File: src/rtl/rdma_pkg.sv
package rdma_pkg;

    // register select codes on the host register port
    localparam logic [2:0] RA_START_LO = 3'd0;
    localparam logic [2:0] RA_START_HI = 3'd1;
    localparam logic [2:0] RA_CNT_LO   = 3'd2;
    localparam logic [2:0] RA_CNT_HI   = 3'd3;
    localparam logic [2:0] RA_CMD      = 3'd4;
    localparam logic [2:0] RA_CFG      = 3'd5;

    typedef enum logic [1:0] {
        OP_NOP,
        OP_READ,
        OP_WRITE,
        OP_ABORT
    } op_e;

    typedef enum logic [2:0] {
        ST_IDLE,
        ST_FETCH,
        ST_WAIT,
        ST_READY,
        ST_WRITE
    } state_e;

    typedef struct packed {
        logic valid;
        op_e  op;
        logic word;
    } cmd_t;

    // bit 2 set aborts; 001 read, 010 write; 000 and 011 do nothing here
    function automatic op_e decode_op(input logic [2:0] code);
        op_e r;
        if (code[2]) begin
            r = OP_ABORT;
        end else begin
            case (code[1:0])
                2'b01:   r = OP_READ;
                2'b10:   r = OP_WRITE;
                default: r = OP_NOP;
            endcase
        end
        return r;
    endfunction

endpackage

File: src/rtl/rdma_regs.sv
module rdma_regs
    import rdma_pkg::*;
#(
    parameter int ADDR_W = 16,
    parameter int CNT_W  = 16
) (
    input  logic              clk,
    input  logic              rst,
    input  logic              reg_wr,
    input  logic [2:0]        reg_addr,
    input  logic [7:0]        reg_wdata,
    output logic [ADDR_W-1:0] start_addr,
    output logic [CNT_W-1:0]  byte_cnt,
    output cmd_t              cmd
);
    localparam int AHI = ADDR_W - 8;
    localparam int CHI = CNT_W - 8;

    logic word_cfg;

    always_ff @(posedge clk) begin
        if (rst) begin
            start_addr <= '0;
            byte_cnt   <= '0;
            word_cfg   <= 1'b0;
        end else if (reg_wr) begin
            case (reg_addr)
                RA_START_LO: start_addr[7:0]        <= reg_wdata;
                RA_START_HI: start_addr[ADDR_W-1:8] <= reg_wdata[AHI-1:0];
                RA_CNT_LO:   byte_cnt[7:0]          <= reg_wdata;
                RA_CNT_HI:   byte_cnt[CNT_W-1:8]    <= reg_wdata[CHI-1:0];
                RA_CFG:      word_cfg               <= reg_wdata[0];
                default: ;
            endcase
        end
    end

    always_comb begin
        cmd.valid = reg_wr && (reg_addr == RA_CMD);
        cmd.op    = decode_op(reg_wdata[2:0]);
        cmd.word  = word_cfg;
    end

endmodule

File: src/rtl/rdma_lanes.sv
module rdma_lanes #(
    parameter int LANES = 2,
    localparam int DATA_W = 8 * LANES,
    localparam int SW     = $clog2(LANES + 1)
) (
    input  logic              word,
    input  logic [DATA_W-1:0] mem_rdata,
    output logic [LANES-1:0]  be,
    output logic [DATA_W-1:0] rd_data,
    output logic [SW-1:0]     step
);
    for (genvar i = 0; i < LANES; i++) begin : g_lane
        if (i == 0) begin : g_first
            assign be[i]         = 1'b1;
            assign rd_data[7:0]  = mem_rdata[7:0];
        end else begin : g_upper
            assign be[i]           = word;
            assign rd_data[8*i+:8] = word ? mem_rdata[8*i+:8] : 8'h00;
        end
    end

    assign step = word ? SW'(LANES) : SW'(1);

endmodule

File: src/rtl/rdma_engine.sv
module rdma_engine
    import rdma_pkg::*;
#(
    parameter int ADDR_W = 16,
    parameter int CNT_W  = 16,
    parameter int LANES  = 2,
    localparam int DATA_W = 8 * LANES,
    localparam int SW     = $clog2(LANES + 1)
) (
    input  logic              clk,
    input  logic              rst,
    input  cmd_t              cmd,
    input  logic [ADDR_W-1:0] start_addr,
    input  logic [CNT_W-1:0]  byte_cnt,
    input  logic              port_strobe,
    input  logic [SW-1:0]     step,
    input  logic [DATA_W-1:0] lane_rdata,
    output logic              word_q,
    output logic [ADDR_W-1:0] cur_addr,
    output logic              busy,
    output logic              done,
    output logic              port_valid,
    output logic [DATA_W-1:0] port_rdata,
    output logic              mem_re,
    output logic              mem_we
);
    state_e             st;
    logic [CNT_W-1:0]   remaining;
    logic [CNT_W-1:0]   rem_next;
    logic [CNT_W-1:0]   step_c;
    logic               accept;

    assign step_c   = CNT_W'(step);
    assign rem_next = (remaining > step_c) ? (remaining - step_c) : '0;
    assign accept   = port_strobe && !cmd.valid &&
                      ((st == ST_WRITE) || (st == ST_READY));

    always_ff @(posedge clk) begin
        if (rst) begin
            st         <= ST_IDLE;
            cur_addr   <= '0;
            remaining  <= '0;
            word_q     <= 1'b0;
            done       <= 1'b0;
            port_rdata <= '0;
        end else if (cmd.valid) begin
            case (cmd.op)
                OP_READ, OP_WRITE: begin
                    cur_addr  <= start_addr;
                    remaining <= byte_cnt;
                    word_q    <= cmd.word;
                    done      <= (byte_cnt == '0);
                    if (byte_cnt == '0)
                        st <= ST_IDLE;
                    else
                        st <= (cmd.op == OP_READ) ? ST_FETCH : ST_WRITE;
                end
                OP_ABORT: st <= ST_IDLE;
                default: ;
            endcase
        end else begin
            case (st)
                ST_FETCH: st <= ST_WAIT;
                ST_WAIT: begin
                    port_rdata <= lane_rdata;
                    st         <= ST_READY;
                end
                ST_READY, ST_WRITE: begin
                    if (accept) begin
                        cur_addr  <= cur_addr + ADDR_W'(step);
                        remaining <= rem_next;
                        if (rem_next == '0) begin
                            done <= 1'b1;
                            st   <= ST_IDLE;
                        end else begin
                            st <= (st == ST_READY) ? ST_FETCH : ST_WRITE;
                        end
                    end
                end
                default: ;
            endcase
        end
    end

    assign busy       = (st != ST_IDLE);
    assign port_valid = (st == ST_READY);
    assign mem_re     = (st == ST_FETCH);
    assign mem_we     = accept && (st == ST_WRITE);

endmodule

File: src/rtl/rdma_ctrl.sv
module rdma_ctrl
    import rdma_pkg::*;
#(
    parameter int ADDR_W = 16,
    parameter int CNT_W  = 16,
    parameter int LANES  = 2,
    localparam int DATA_W = 8 * LANES,
    localparam int SW     = $clog2(LANES + 1)
) (
    input  logic              clk,
    input  logic              rst,
    input  logic              reg_wr,
    input  logic [2:0]        reg_addr,
    input  logic [7:0]        reg_wdata,
    input  logic              port_strobe,
    input  logic [DATA_W-1:0] port_wdata,
    output logic [DATA_W-1:0] port_rdata,
    output logic              port_valid,
    output logic              busy,
    output logic              done,
    output logic [7:0]        cur_lo,
    output logic [ADDR_W-9:0] cur_hi,
    output logic [ADDR_W-1:0] mem_addr,
    output logic              mem_re,
    output logic              mem_we,
    output logic [LANES-1:0]  mem_be,
    output logic [DATA_W-1:0] mem_wdata,
    input  logic [DATA_W-1:0] mem_rdata
);
    cmd_t              cmd;
    logic [ADDR_W-1:0] start_addr;
    logic [CNT_W-1:0]  byte_cnt;
    logic              word_q;
    logic [SW-1:0]     step;
    logic [DATA_W-1:0] lane_rdata;
    logic [ADDR_W-1:0] cur_addr;

    rdma_regs #(.ADDR_W(ADDR_W), .CNT_W(CNT_W)) regs_i (
        .clk        (clk),
        .rst        (rst),
        .reg_wr     (reg_wr),
        .reg_addr   (reg_addr),
        .reg_wdata  (reg_wdata),
        .start_addr (start_addr),
        .byte_cnt   (byte_cnt),
        .cmd        (cmd)
    );

    rdma_lanes #(.LANES(LANES)) lanes_i (
        .word      (word_q),
        .mem_rdata (mem_rdata),
        .be        (mem_be),
        .rd_data   (lane_rdata),
        .step      (step)
    );

    rdma_engine #(.ADDR_W(ADDR_W), .CNT_W(CNT_W), .LANES(LANES)) engine_i (
        .clk         (clk),
        .rst         (rst),
        .cmd         (cmd),
        .start_addr  (start_addr),
        .byte_cnt    (byte_cnt),
        .port_strobe (port_strobe),
        .step        (step),
        .lane_rdata  (lane_rdata),
        .word_q      (word_q),
        .cur_addr    (cur_addr),
        .busy        (busy),
        .done        (done),
        .port_valid  (port_valid),
        .port_rdata  (port_rdata),
        .mem_re      (mem_re),
        .mem_we      (mem_we)
    );

    assign cur_lo    = cur_addr[7:0];
    assign cur_hi    = cur_addr[ADDR_W-1:8];
    assign mem_addr  = cur_addr;
    assign mem_wdata = port_wdata;

endmodule

File: config.mk
export PLATFORM = sky130hd
export DESIGN_NAME = rdma_ctrl
export DESIGN_NICKNAME = d
export VERILOG_FILES = /design/src/rtl/rdma_pkg.sv /design/src/rtl/rdma_regs.sv /design/src/rtl/rdma_lanes.sv /design/src/rtl/rdma_engine.sv /design/src/rtl/rdma_ctrl.sv
export SDC_FILE = /design/constraint.sdc
export NUM_CORES = 1
export LEC_CHECK = 0
export CAP_MARGIN = 20
export CORE_AREA = 5 5 126 104
export CTS_CLUSTER_DIAMETER = 50
export DETAILED_ROUTE_END_ITERATION = 10
export DIE_AREA = 0 0 131 109
export PLACE_DENSITY_LB_ADDON = 0.05
export SYNTH_ARGS = -nofsm -noshare
export SYNTH_HDL_FRONTEND = slang
export SYNTH_SLANG_ARGS = --single-unit
export TNS_END_PERCENT = 100
File: constraint.sdc
create_clock -name clk -period 7.1 [get_ports clk]
set_input_delay 1.065 -clock clk [delete_from_list [all_inputs] [get_ports clk]]
set_output_delay 1.065 -clock clk [all_outputs]
set_load 0.005 [all_outputs]
; Word-level counts from Yosys, hierarchy flattened
; Cells that the tools add are included.
[word_totals]
regBits = 86
input_bits = 47
word_cells = 84
[classes]
n_addsub = 2
n_lt_le_gt_ge = 1
n_eq_ne = 17
muxes = 26
bitwise = 1
reduce_logical = 26
[ops]
columns = op, n
row1 = $mux 16, 9
row2 = $logic_not 16->1, 2
row3 = $mux 3, 6
row4 = $add 16x2->16, 1
row5 = $gt 16x2->1, 1
row6 = $sub 16x2->16, 1
row7 = $reduce_and 2->1, 7
row8 = $eq 3x2->1 const B, 4
row9 = $eq 3x3->1 const B, 3
row10 = $pmux 3 s3, 1
row11 = $mux 8, 1
row12 = $eq 2x2->1 const B, 3
row13 = $eq 3x1->1 const B, 2
row14 = $pmux 3 s2, 1
row15 = $reduce_and 3->1, 2
row16 = $reduce_bool 2->1, 3
row17 = $mux 1, 5
row18 = $eq 2x1->1 const B, 2
row19 = $logic_and 1x1->1, 4
row20 = $mux 2, 2
row21 = $pmux 2 s2, 1
row22 = $reduce_and 4->1, 1
row23 = $reduce_bool 4->1, 1
row24 = $reduce_or 2->1, 2
row25 = other kinds (8), 8

; Longest topological paths before layout
[logic_depth]
ltp_word = 8
ltp_mapped = 11
mapped_depth_nobuf = 10

; Cells and area by module
; A second synthesis with hierarchy kept.
[unflattened]
hier_cells = 605
hier_area_um2 = 4952.2
[modules_own_cells]
columns = module, instances, cells_per_inst, area_each_um2, seq_area_each_um2
row1 = rdma_engine, 1, 425, 3170.5, 1061.0
row2 = rdma_regs, 1, 127, 1401.3, 660.6
row3 = rdma_ctrl, 1, 32, 240.2, 0.0
row4 = rdma_lanes, 1, 21, 140.1, 0.0

; Least setup slack after synthesis
; Ideal clock, no wire load.
[synth_timing]
kind = register to register
from = register engine_i.word_q
to = register engine_i.done
arrival_time_ns = 2.592
t_required_ns = 6.978
setup_slack_ns = 4.386
stages_incl_launch_ff = 10
n_path_buf = 1
period_less_slack_ns = 2.714
cell_sequence = dfxtp_1 > clkbuf_1 > inv_1 > ha_1 > nor2b_1 > or4_1 > or3_2 > o211ai_1 > nor4_2 > o311a_1
[synth_via]
elab_chain_cells = 6
[synth_lines]
columns = item, line_no
row1 = "start, declared", rdma_engine.sv:18  ; output logic word_q,
row2 = "start signal, assigned", rdma_engine.sv:51  ; word_q <= cmd.word;
row3 = $mux 2 *, rdma_lanes.sv:22  ; assign step = word ? SW'(LANES) : SW'(1);
row4 = $sub 16x2->16 or $gt 16x2->1 (tied branches), rdma_engine.sv:34  ; assign rem_next = (remaining > step_c) ? (remaining - step_c) : '0;
row5 = $mux 16 *, rdma_engine.sv:34
row6 = $logic_not 16->1 *, rdma_engine.sv:72  ; if (rem_next == '0) begin
row7 = $reduce_bool 2->1 (no source line) *, --
row8 = $reduce_and 4->1 (no source line) *, --
row9 = "end signal, assigned", rdma_engine.sv:52  ; done <= (byte_cnt == '0);
row10 = "end, declared", rdma_engine.sv:21  ; output logic done,
; Mark *: on every way between the ends. The rest lies on a longest branch, timed or not.
; A chain may end at the register's enable or synchronous reset.

; Worst setup path in the final report
[layout_timing]
from = input reg_addr[0]
to = output mem_we
[layout_via]
elab_chain_cells = 6
[layout_lines]
columns = item, line_no
row1 = "start, declared", rdma_ctrl.sv:13  ; input logic [2:0] reg_addr,
row2 = $eq 3x3->1, rdma_regs.sv:39  ; cmd.valid = reg_wr && (reg_addr == RA_CMD);
row3 = $logic_and 1x1->1, rdma_regs.sv:39
row4 = $logic_not 1->1, rdma_engine.sv:35  ; assign accept = port_strobe && !cmd.valid &&
row5 = $logic_and 1x1->1 (2 in a row), rdma_engine.sv:35
row6 = $logic_and 1x1->1, rdma_engine.sv:88  ; assign mem_we = accept && (st == ST_WRITE);
row7 = "end, declared", rdma_ctrl.sv:25  ; output logic mem_we,
; Every way passes these cells.

==> metrics.txt <==
CTS tree=done; Synth Flop Type=dfxtp_1; largest net degree at the start of global routing=83; largest delay contributor family on the critical path=buffers and inverters; Mapped Cells=614; FF+latch count, synth=86; CP max-delay cell=clkdlybuf4s50_1; Min-Delay Startpoint=regs_i.start_addr[4]; R2R depth=8; min cycle time layout=4.07 ns; port buffer count=84; Cell Pwr Density=309 nW/um^2; Sequential Power Share=33.3%; sequential share of the synthesized area=37.8%; Clock Tree Root=clkbuf_16; DRT Pass-1 Iters=5; setup_tns=0 ns; DIE HEIGHT=109 um; hold buffer count at cts=0; CP required=6.03 ns; share of the synthesized area in the top cell type=37.8%; TritonCTS Buffers=9; Switch Pwr=0.661 mW; RSZ-0062 raised after global routing=no; status=finished clean; GRT Util Overall=19.0%; Logic pwr share=39.2%; final antenna-violating net count=0; yosys warns=0; die area=14300 um^2; Slew HR=34.2%; ranking of synthesized cells by area=dfxtp_1 (38%), nand2_1 (11%), a21oi_1 (8.5%); highest clock rate=246 MHz; Leak=1.89 nW; final slew viol count=0; Remaining Overflow, GRT=0; post_cts resized=0; drt wl/cell=16.7 um; Arr. time, crit path=3.00 ns; Mapped Area=4560 um^2; Startpoint Class=primary input; Worst VDD drop=0.202 mV; CTS sink cnt=86; num rows=36; Skew-Pair Late Insertion Delay=0.34 ns; Crit path largest cell delay=0.60 ns; CP Max Fanout=25; initial antenna violation count=0; most frequent cell after synthesis=nand2_1; overall power=1.72 mW; Post-CTS Setup Inserts=0; drt via density=5.54; DPL Wire Length=9.33 mm; CP Cell Sequence=clkdlybuf4s50_1 > nand4bb_1 > buf_4 > nand2_1 > nor2_1 > clkdlybuf4s50_1; Ports=118; vias in the first global route=3947; Critical Path Sink Type=primary output; drt total wl=13.4 mm; CTS max path bufs=2; final design utilization=47.0%; Worst Tran Pin Value=0.981 ns; number of remaining DRC errors=0; Avg Inst Size Synth=7.43 um^2; Antenna Cells=0; Post-synth EDFFs=0; worst reg2reg path endpoint=engine_i.st[2]; reg-to-reg slack, setup=3.79 ns; Clock power frac=27.5%; Fill cells=1209; post-synthesis async set-or-reset flop share=0%; top cells by count, synth=nand2_1 (129), dfxtp_1 (86), a21oi_1 (77); first-pass GRT wire length=21.1 mm; Net count, final=704; Syn Nets=670; Distinct cells, synth=57; hold depth=2; core region area=11800 um^2; share of layout cells above drive strength 1=4.44%; Area Overhead vs Synth=21.7%; Reg-to-Reg Start=engine_i.word_q; switch share=38.6%; Finish-stage setup viols=0; Tcrit/Tclk final=57.3%; Reg clk slew, reported paths=0.06 ns; H-tree depth=3; critical path type=in -> out; CP bufs+invs=3; Power Internal=1.05 mW; global placement routability congestion=0.810; Max Cap Viol=0; Initial Utilization=38.6%; cell taking the most area after synthesis=dfxtp_1; cell repeated most along the worst path=clkdlybuf4s50_1; WHS Endpoint=regs_i.start_addr[4]; worst min path class=reg -> reg; Worst Skew=0.00504 ns; Hold Vio Cnt, Final=0; initial DRC count=369; Die Wd=131 um; Vias=4460
==> routing by layer <==
metal  track usage, %  wire (um)  share of wire (%)  vias to the layer above
li1                 -          -                  -                     2203
met1             29.4       6760                 50                     2079
met2             26.5       5650                 42                      155
met3             3.92        881                6.6                       23
met4             4.63        150                1.1                        0
met5                0          0                  0                        -
==> power groups by stage <==
stage	clock network [mW]	logic, mW	registers, mW
floorplan	0	0.495	0.563
global placement	0	0.652	0.580
detailed placement	0	0.655	0.580
CTS	0.488	0.663	0.570
global route	0.504	0.751	0.576
finish	0.472	0.673	0.571
==> placed cells by master (no fill, tap or decap), types with 4 or more instances in the layout <==
| cell | instances |
|---|---|
| a211oi_1 | 4 |
| a21oi_1 | 77 |
| a221oi_1 | 7 |
| a22oi_1 | 10 |
| and3_1 | 5 |
| buf_4 | 4 |
| clkbuf_16 | 9 |
| clkdlybuf4s50_1 | 83 |
| clkinvlp_4 | 4 |
| dfxtp_1 | 86 |
| ha_1 | 7 |
| inv_1 | 12 |
| nand2_1 | 129 |
| nand2b_1 | 6 |
| nand3_1 | 21 |
| nand4_1 | 4 |
| nor2_1 | 49 |
| nor2b_1 | 5 |
| nor3_1 | 19 |
| nor4_1 | 8 |
| o21ai_0 | 28 |
| o21ai_1 | 4 |
| o22ai_1 | 4 |
| o31ai_1 | 8 |
| or4_1 | 4 |
==> how the worst max path moves through the flow <==
stage                                from       endpoint  cells past startpoint
after global routing          reg_addr[0]         mem_we                      6
after floorplan           engine_i.word_q  engine_i.done                      9
after detailed placement      reg_addr[0]         mem_we                      6
after CTS                     reg_addr[0]         mem_we                      6
final                         reg_addr[0]         mem_we                      6
after global placement        reg_addr[0]         mem_we                      6
==> worst min-delay path, cell delays in order, from the launching register on <==
cell and delay, ns:
dfxtp_1 0.31, nand2_1 0.05, a21oi_1 0.05
==> cell type report <==
cell class	instances	area (um^2)	area share, %
clock inverter	7	73.8	1.33
inverter	12	45.0	0.812
sequential	86	1720	31.0
tap	152	190	3.43
multi-input combinational	450	2420	43.5
timing repair buffer	89	877	15.8
clock buffer	9	225	4.06
==> state kept, by name, summed over array words and instances, names as in the netlist <==
name,flops
engine_i.cur_addr,16
engine_i.done,1
engine_i.port_rdata,16
engine_i.remaining,16
engine_i.st,3
engine_i.word_q,1
regs_i.byte_cnt,16
regs_i.start_addr,16
regs_i.word_cfg,1
==> through the flow <==
stage	instance area, um^2	setup WS [ns]	hold slack [ns]	std cells
after floorplan	4560	4.39	0.432	614
after global placement	5240	3.11	0.438	788
after detailed placement	5240	3.04	0.447	788
after CTS	5540	3.04	0.456	804
after global routing	5550	2.95	0.474	805
final	5550	3.03	0.456	805
==> logic make-up after synthesis <==
family | synth area share, %
buf+inv | 9.44
fa+ha+maj | 2.80
xor+xnor | 1.15
simple gates | 27.7
compound gates | 21.0
flops | 37.8
other cells | 0.0822
No activity file was read; power rests on OpenSTA's default activity.
